--- src/rtl/bus8_pkg.sv ---
package bus8_pkg;
  localparam int LANE_W = 8;
  localparam int LANES  = 4;
  localparam int LIDX_W = $clog2(LANES);

  typedef struct packed {
    logic io;
    logic wr;
  } cyc_kind_t;

  // strobe order in the vector: {iow, ior, memw, memr}, active high here
  typedef logic [3:0] strobe_vec_t;

  function automatic logic any_lane(input logic [LANES-1:0] be_n);
    return ~&be_n;
  endfunction

  function automatic logic [LIDX_W-1:0] lowest_lane(input logic [LANES-1:0] be_n);
    logic [LIDX_W-1:0] idx;
    idx = '0;
    for (int k = LANES - 1; k >= 0; k--) begin
      if (!be_n[k]) idx = LIDX_W'(k);
    end
    return idx;
  endfunction

  function automatic strobe_vec_t strobe_of(input logic open_cyc, input cyc_kind_t kind);
    strobe_vec_t s;
    s = '0;
    if (open_cyc) begin
      case ({kind.io, kind.wr})
        2'b00:   s[0] = 1'b1;
        2'b01:   s[1] = 1'b1;
        2'b10:   s[2] = 1'b1;
        default: s[3] = 1'b1;
      endcase
    end
    return s;
  endfunction
endpackage

--- src/rtl/bus8_lane_pick.sv ---
module bus8_lane_pick
  import bus8_pkg::*;
(
  input  logic [LANES-1:0]  be_n,
  output logic              lane_ok,
  output logic [LIDX_W-1:0] lane
);
  always_comb begin
    lane_ok = any_lane(be_n);
    lane    = lowest_lane(be_n);
  end
endmodule

--- src/rtl/bus8_cycle_ctrl.sv ---
module bus8_cycle_ctrl
  import bus8_pkg::*;
#(
  parameter int DEV_AW = 20
) (
  input  logic              clk,
  input  logic              rst_n,
  input  logic              ads_n,
  input  logic              sel8,
  input  logic              mio,
  input  logic              wr,
  input  logic              lane_ok,
  input  logic [LIDX_W-1:0] lane_in,
  input  logic [DEV_AW-1:LIDX_W] addr_in,
  input  logic              dev_ready,
  output logic              cyc_start,
  output logic              cyc_open,
  output cyc_kind_t         kind_q,
  output logic [LIDX_W-1:0] lane_q,
  output logic [DEV_AW-1:0] dev_addr,
  output logic              rdy_n,
  output logic              bs8_n,
  output logic              memr_n,
  output logic              memw_n,
  output logic              ior_n,
  output logic              iow_n
);
  logic [DEV_AW-1:LIDX_W] addr_q;
  strobe_vec_t            stb;

  assign cyc_start = !cyc_open && !ads_n && sel8 && lane_ok;

  always_ff @(posedge clk or negedge rst_n) begin
    if (!rst_n) begin
      cyc_open <= 1'b0;
      kind_q   <= '0;
      lane_q   <= '0;
      addr_q   <= '0;
    end else if (cyc_start) begin
      cyc_open  <= 1'b1;
      kind_q.io <= !mio;
      kind_q.wr <= wr;
      lane_q    <= lane_in;
      addr_q    <= addr_in;
    end else if (cyc_open && dev_ready) begin
      cyc_open <= 1'b0;
    end
  end

  always_comb begin
    stb      = strobe_of(cyc_open, kind_q);
    memr_n   = !stb[0];
    memw_n   = !stb[1];
    ior_n    = !stb[2];
    iow_n    = !stb[3];
    bs8_n    = !cyc_open;
    rdy_n    = !(cyc_open && dev_ready);
    dev_addr = {addr_q, lane_q};
  end
endmodule

--- src/rtl/bus8_data_steer.sv ---
module bus8_data_steer
  import bus8_pkg::*;
(
  input  logic                    rd_en,
  input  logic                    wr_en,
  input  logic [LIDX_W-1:0]       lane,
  input  logic [LANES*LANE_W-1:0] cpu_d_in,
  input  logic [LANE_W-1:0]       dev_d_in,
  output logic [LANES*LANE_W-1:0] cpu_d_out,
  output logic                    cpu_d_oe,
  output logic [LANE_W-1:0]       dev_d_out,
  output logic                    dev_d_oe
);
  logic [LANE_W-1:0] lane_bytes [LANES];

  genvar g;
  generate
    for (g = 0; g < LANES; g++) begin : g_lane
      assign cpu_d_out[g*LANE_W +: LANE_W] =
        (rd_en && lane == LIDX_W'(g)) ? dev_d_in : '0;
      assign lane_bytes[g] = cpu_d_in[g*LANE_W +: LANE_W];
    end
  endgenerate

  always_comb begin
    dev_d_out = wr_en ? lane_bytes[lane] : '0;
    cpu_d_oe  = rd_en;
    dev_d_oe  = wr_en;
  end
endmodule

--- src/rtl/bus8_bridge.sv ---
module bus8_bridge
  import bus8_pkg::*;
#(
  parameter int DEV_AW = 20
) (
  input  logic                    clk,
  input  logic                    rst_n,
  input  logic                    ads_n,
  input  logic                    sel8,
  input  logic                    mio,
  input  logic                    wr,
  input  logic [LANES-1:0]        be_n,
  input  logic [DEV_AW-1:LIDX_W]  cpu_addr,
  input  logic [LANES*LANE_W-1:0] cpu_d_in,
  output logic [LANES*LANE_W-1:0] cpu_d_out,
  output logic                    cpu_d_oe,
  input  logic                    dev_ready,
  output logic                    rdy_n,
  output logic                    bs8_n,
  output logic [DEV_AW-1:0]       dev_addr,
  input  logic [LANE_W-1:0]       dev_d_in,
  output logic [LANE_W-1:0]       dev_d_out,
  output logic                    dev_d_oe,
  output logic                    memr_n,
  output logic                    memw_n,
  output logic                    ior_n,
  output logic                    iow_n
);
  logic              lane_ok;
  logic [LIDX_W-1:0] lane_now;
  logic [LIDX_W-1:0] lane_q;
  logic              cyc_start;
  logic              cyc_open;
  cyc_kind_t         kind_q;
  logic              rd_phase;
  logic              wr_phase;

  bus8_lane_pick u_pick (
    .be_n    (be_n),
    .lane_ok (lane_ok),
    .lane    (lane_now)
  );

  bus8_cycle_ctrl #(.DEV_AW(DEV_AW)) u_ctrl (
    .clk       (clk),
    .rst_n     (rst_n),
    .ads_n     (ads_n),
    .sel8      (sel8),
    .mio       (mio),
    .wr        (wr),
    .lane_ok   (lane_ok),
    .lane_in   (lane_now),
    .addr_in   (cpu_addr),
    .dev_ready (dev_ready),
    .cyc_start (cyc_start),
    .cyc_open  (cyc_open),
    .kind_q    (kind_q),
    .lane_q    (lane_q),
    .dev_addr  (dev_addr),
    .rdy_n     (rdy_n),
    .bs8_n     (bs8_n),
    .memr_n    (memr_n),
    .memw_n    (memw_n),
    .ior_n     (ior_n),
    .iow_n     (iow_n)
  );

  assign rd_phase = cyc_open && !kind_q.wr;
  assign wr_phase = cyc_open && kind_q.wr;

  bus8_data_steer u_steer (
    .rd_en     (rd_phase),
    .wr_en     (wr_phase),
    .lane      (lane_q),
    .cpu_d_in  (cpu_d_in),
    .dev_d_in  (dev_d_in),
    .cpu_d_out (cpu_d_out),
    .cpu_d_oe  (cpu_d_oe),
    .dev_d_out (dev_d_out),
    .dev_d_oe  (dev_d_oe)
  );
endmodule

--- config.mk ---
export PLATFORM = sky130hd
export DESIGN_NAME = bus8_bridge
export DESIGN_NICKNAME = d
export VERILOG_FILES = /design/src/rtl/bus8_pkg.sv /design/src/rtl/bus8_lane_pick.sv /design/src/rtl/bus8_cycle_ctrl.sv /design/src/rtl/bus8_data_steer.sv /design/src/rtl/bus8_bridge.sv
export SDC_FILE = /design/constraint.sdc
export NUM_CORES = 1
export LEC_CHECK = 0
export ABC_CLOCK_PERIOD_IN_PS = 1700
export CAP_MARGIN = 5
export CORE_UTILIZATION = 32
export DETAILED_ROUTE_END_ITERATION = 10
export PLACE_DENSITY = 0.89
export SLEW_MARGIN = 20
export SYNTH_ARGS = -nofsm -noshare
export SYNTH_HDL_FRONTEND = slang
export SYNTH_HIERARCHICAL = 1
export SYNTH_SLANG_ARGS = --single-unit
--- constraint.sdc ---
create_clock -name clk -period 1.7 [get_ports clk]
set_input_delay 0.34 -clock clk [delete_from_list [all_inputs] [get_ports clk]]
set_output_delay 0.34 -clock clk [all_outputs]
set_load 0.01 [all_outputs]
==> run summary <==
The flow ran to the end, but the final reports show violations. The checks that failed: setup timing. The post-route non-filler standard cell count was 364; the post-route clock period utilization was 113%. The layout has 367 filler cells.

The count of pins over their slew limit was 0. The floorplan has 25 rows. The most used flip-flop cell after synthesis is dfrtp_1.

The tree is rooted in a clkbuf_8. The run gives 0.000645 V as the maximum ir drop on the vdd rail. Dividing the detail-routed wire length by the instance count gives 14.3 um. The tools report the starting density of the core as 33.2%.

The first detailed-routing pass ran for 6 iterations. The worst setup path is of the flip-flop to output port kind. Adding up every negative setup slack in the final design gives -4.33 ns.

Summed over all cells, the static leakage comes to 0.00151 uW. The synthesized area per cell was 11.8 um^2; the post-route antenna net violation count was 0. The floorplan step defined a die boundary enclosing 5190 um^2.

The tools report the sequential cell fraction of total power as 33.1%. Entering global routing, the biggest net connects 24 pins. Setup repair after global routing could not meet its margin everywhere. The clock buffer count from CTS was 3. The library cell occupying the most area in the post-synthesis netlist is dfrtp_1. In this run the vertical extent of the chip is 72.0 um. Final global-route overflow total: 0.

The final layout net count was 367. The switching power share of the total was 29.6%. The tools report the kind of end point of the critical path as an output port. At the pin with the least slew margin, the transition time is 0.288 ns. The least setup slack across all paths after layout is -0.218 ns, and the deepest clock path buffer count is 2. Die span in x: 72.0 um.

The via count of the first global-routing pass was 1610; the number of synthesized register bits was 23. The async set-or-reset flop fraction in the synthesized netlist was 100%. Cells with a size suffix above 1 make up 46.5% of the layout.

The max-capacitance violation count was 0. The data arrival time of the critical path came out at 1.58 ns. The DRC violation total after the first TritonRoute iteration was 25; the clock network fraction of total power was 15.1%. Element type at the critical path start: a flip-flop. The instance count of the mapped netlist was 133; the routability-driven placement congestion ratio was 0.646.

TritonCTS built the clock tree. The area taken by multi-input logic gates was 955 um^2. The initial antenna violation count is 0, and the routed via count divided by cell count is 4.55. The post-synth net total was 202; the minimum clock period after layout was 1.92 ns.

Of all nets on the critical path, the largest fanout is 5. The tools report the capturing point of the worst reg2reg path as u_ctrl/kind_q[0]. 0 antenna diodes ended up in the layout. The run gives 36.7% as the part of the Yosys area used for sequential elements. For this run, the number of Yosys warnings is 6. In the global route stage, overall resource usage came out at 18.2%. For the number of H-tree levels, the log shows 1. The run gives 25 as the number of library cell types mapped by synthesis. The run gives -0.280 ns as the worst slack at placement. The most critical setup path has its startpoint at u_ctrl/cyc_open.

The storage element area is 578 um^2. Capture point of the worst path: cpu_d_out[4]. By count the netlist is led by and2_1 (32), dfrtp_1 (23), mux2_4 (17), mux2i_1 (17), o22ai_1 (8).

Number of cells in the design after placement: 344. For the worst setup path, the data required time is 1.36 ns. The mapped netlist covers 1570 um^2.

For the core outline area, the log shows 4720 um^2. I/O pin count: 137. Clock transition at the registers of the reported paths: 0.09 ns.

The startpoint identified for the worst register-to-register timing path is u_ctrl/cyc_open. The net switching power was 676 uW. The first global-routing pass estimated 7450 um of wire. The logs give 23 for the clock sink total and 40 for the setup violation total in the final timing report. The run gives 0 as the hold violation total from the final report.

The worst register-to-register path has a depth of 5. The tools report the internal power contribution as 1610 uW. After detailed routing, the number of remaining DRC violations is 0. In this run, the combinational gates consume 51.8% of the power.

The number of hold buffers added after CTS was 0. Yosys instantiated no cell more often than and2_1. The synthesis-to-layout area growth is 109%. Summing over every cut layer, the via total after detailed routing is 1657. Yosys mapped a number of flops with a built-in enable equal to 0. The timing-limited maximum frequency was 521 MHz. The path category of the worst min-delay check was primary input to asynchronous set/reset pin. By area the synthesized netlist is led by dfrtp_1 (37%), mux2_4 (16%), and2_1 (13%). Count of buffers from port buffering: 136. The run gives 0.07 ns as the setup slack of the worst register-to-register path.

Detailed placement finished with a half-perimeter wire length of 3870 um. The clock tree skew after final layout was 0.00650 ns; the worst-case hold slack was 0.411 ns. For the total design power, the log shows 2280 uW.

The relative max-transition margin is 80.8%, and the area share of the largest cell type after synthesis is 36.7%. The power per standard cell area was 695 nW/um^2; the clock latency on the worst-skew pair was 0.27 ns. The routed wire length came out at 5200 um.
[repair_timing]
item	in CTS	in global routing
pin swaps	21	12
endpoints found under the setup margin	50	43
gates resized for setup	203	51
buffers inserted	12	5
[kinds of logic after synthesis]
group	count (synthesis)	synth area share, %
AOI/OAI and AO/OA	11	4.47
and+or+nand+nor	49	20.9
DFF	23	36.7
muxes	38	30.0
buffers and inverters	12	7.97
[final cells by class]
cell class | instances | share of cell area [%]
Timing Repair Buffer | 170 | 49.0
Multi-Input combinational cell | 98 | 29.1
Sequential cell | 23 | 17.6
Tap cell | 67 | 2.55
Clock buffer | 3 | 1.26
Inverter | 2 | 0.305
Clock inverter | 1 | 0.228
[per-stage QoR]
step                utilization [%]  instance area, um^2
finish                         69.6                 3290
global route                   69.6                 3290
CTS                            65.2                 3080
detailed placement             64.7                 3060
global placement               64.7                 3060
floorplan                         -                 1570
[critical path, cell delays in order (launching register included)]
cell     delay, ns
dfrtp_1       0.39
and2b_2       0.23
nor3b_4       0.16
buf_4         0.14
buf_4         0.13
and2_1        0.14
buf_2         0.13
[power groups by stage]
| stage | Clock, uW | Sequential, uW | Combinational, uW |
|---|---|---|---|
| finish | 346 | 756 | 1180 |
| global route | 372 | 773 | 1250 |
| CTS | 357 | 756 | 1120 |
| detailed placement | 0 | 765 | 1090 |
| global placement | 0 | 763 | 1060 |
| floorplan | 0 | 801 | 447 |
[how the worst min path moves through the flow]
stage,start,to,slack [ns],depth (start not counted)
global placement,u_ctrl/addr_q[12],u_ctrl/addr_q[12],0.49,1
finish,rst_n,u_ctrl/addr_q[8],0.41,2
detailed placement,u_ctrl/addr_q[7],u_ctrl/addr_q[7],0.49,1
CTS,rst_n,u_ctrl/addr_q[8],0.41,2
global route,rst_n,u_ctrl/addr_q[7],0.44,2
floorplan,rst_n,u_ctrl/addr_q[10],0.04,0
[registers in the layout (all words and copies together), names as in the netlist]
name,cells
u_ctrl/lane_q,2
u_ctrl/cyc_open,1
u_ctrl/kind_q,2
u_ctrl/addr_q,18
[layout by cell type, fill, tap and decap left out, drive strengths merged]
cell type      netlist  routed
clkdlybuf4s50        0      86
buf                  9      76
and2                33      33
dfrtp               23      23
mux2                21      21
mux2i               17      17
o22ai                8       8
dlygate4sd2          0       5
clkbuf               1       4
nand2                3       3
nand3                2       2
or3                  2       2
and3b                2       2
clkdlybuf4s15        0       2
inv                  2       2
nand2b               2       2
and2b                1       1
clkinvlp             0       1
and4bb               1       1
o21bai               1       1
nand4                1       1
a21oi                1       1
a21boi               1       1
and3                 1       1
nor3b                1       1
[metal layers]
| metal | global-route usage [%] | vias up | wire [um] |
|---|---|---|---|
| li1 | - | 788 | - |
| met1 | 19.5 | 772 | 1940 |
| met2 | 34.5 | 90 | 2730 |
| met3 | 4.31 | 7 | 461 |
| met4 | 6.97 | 0 | 71 |
| met5 | 0 | - | 0 |
Note: power is estimated with default switching activity, not from simulation.
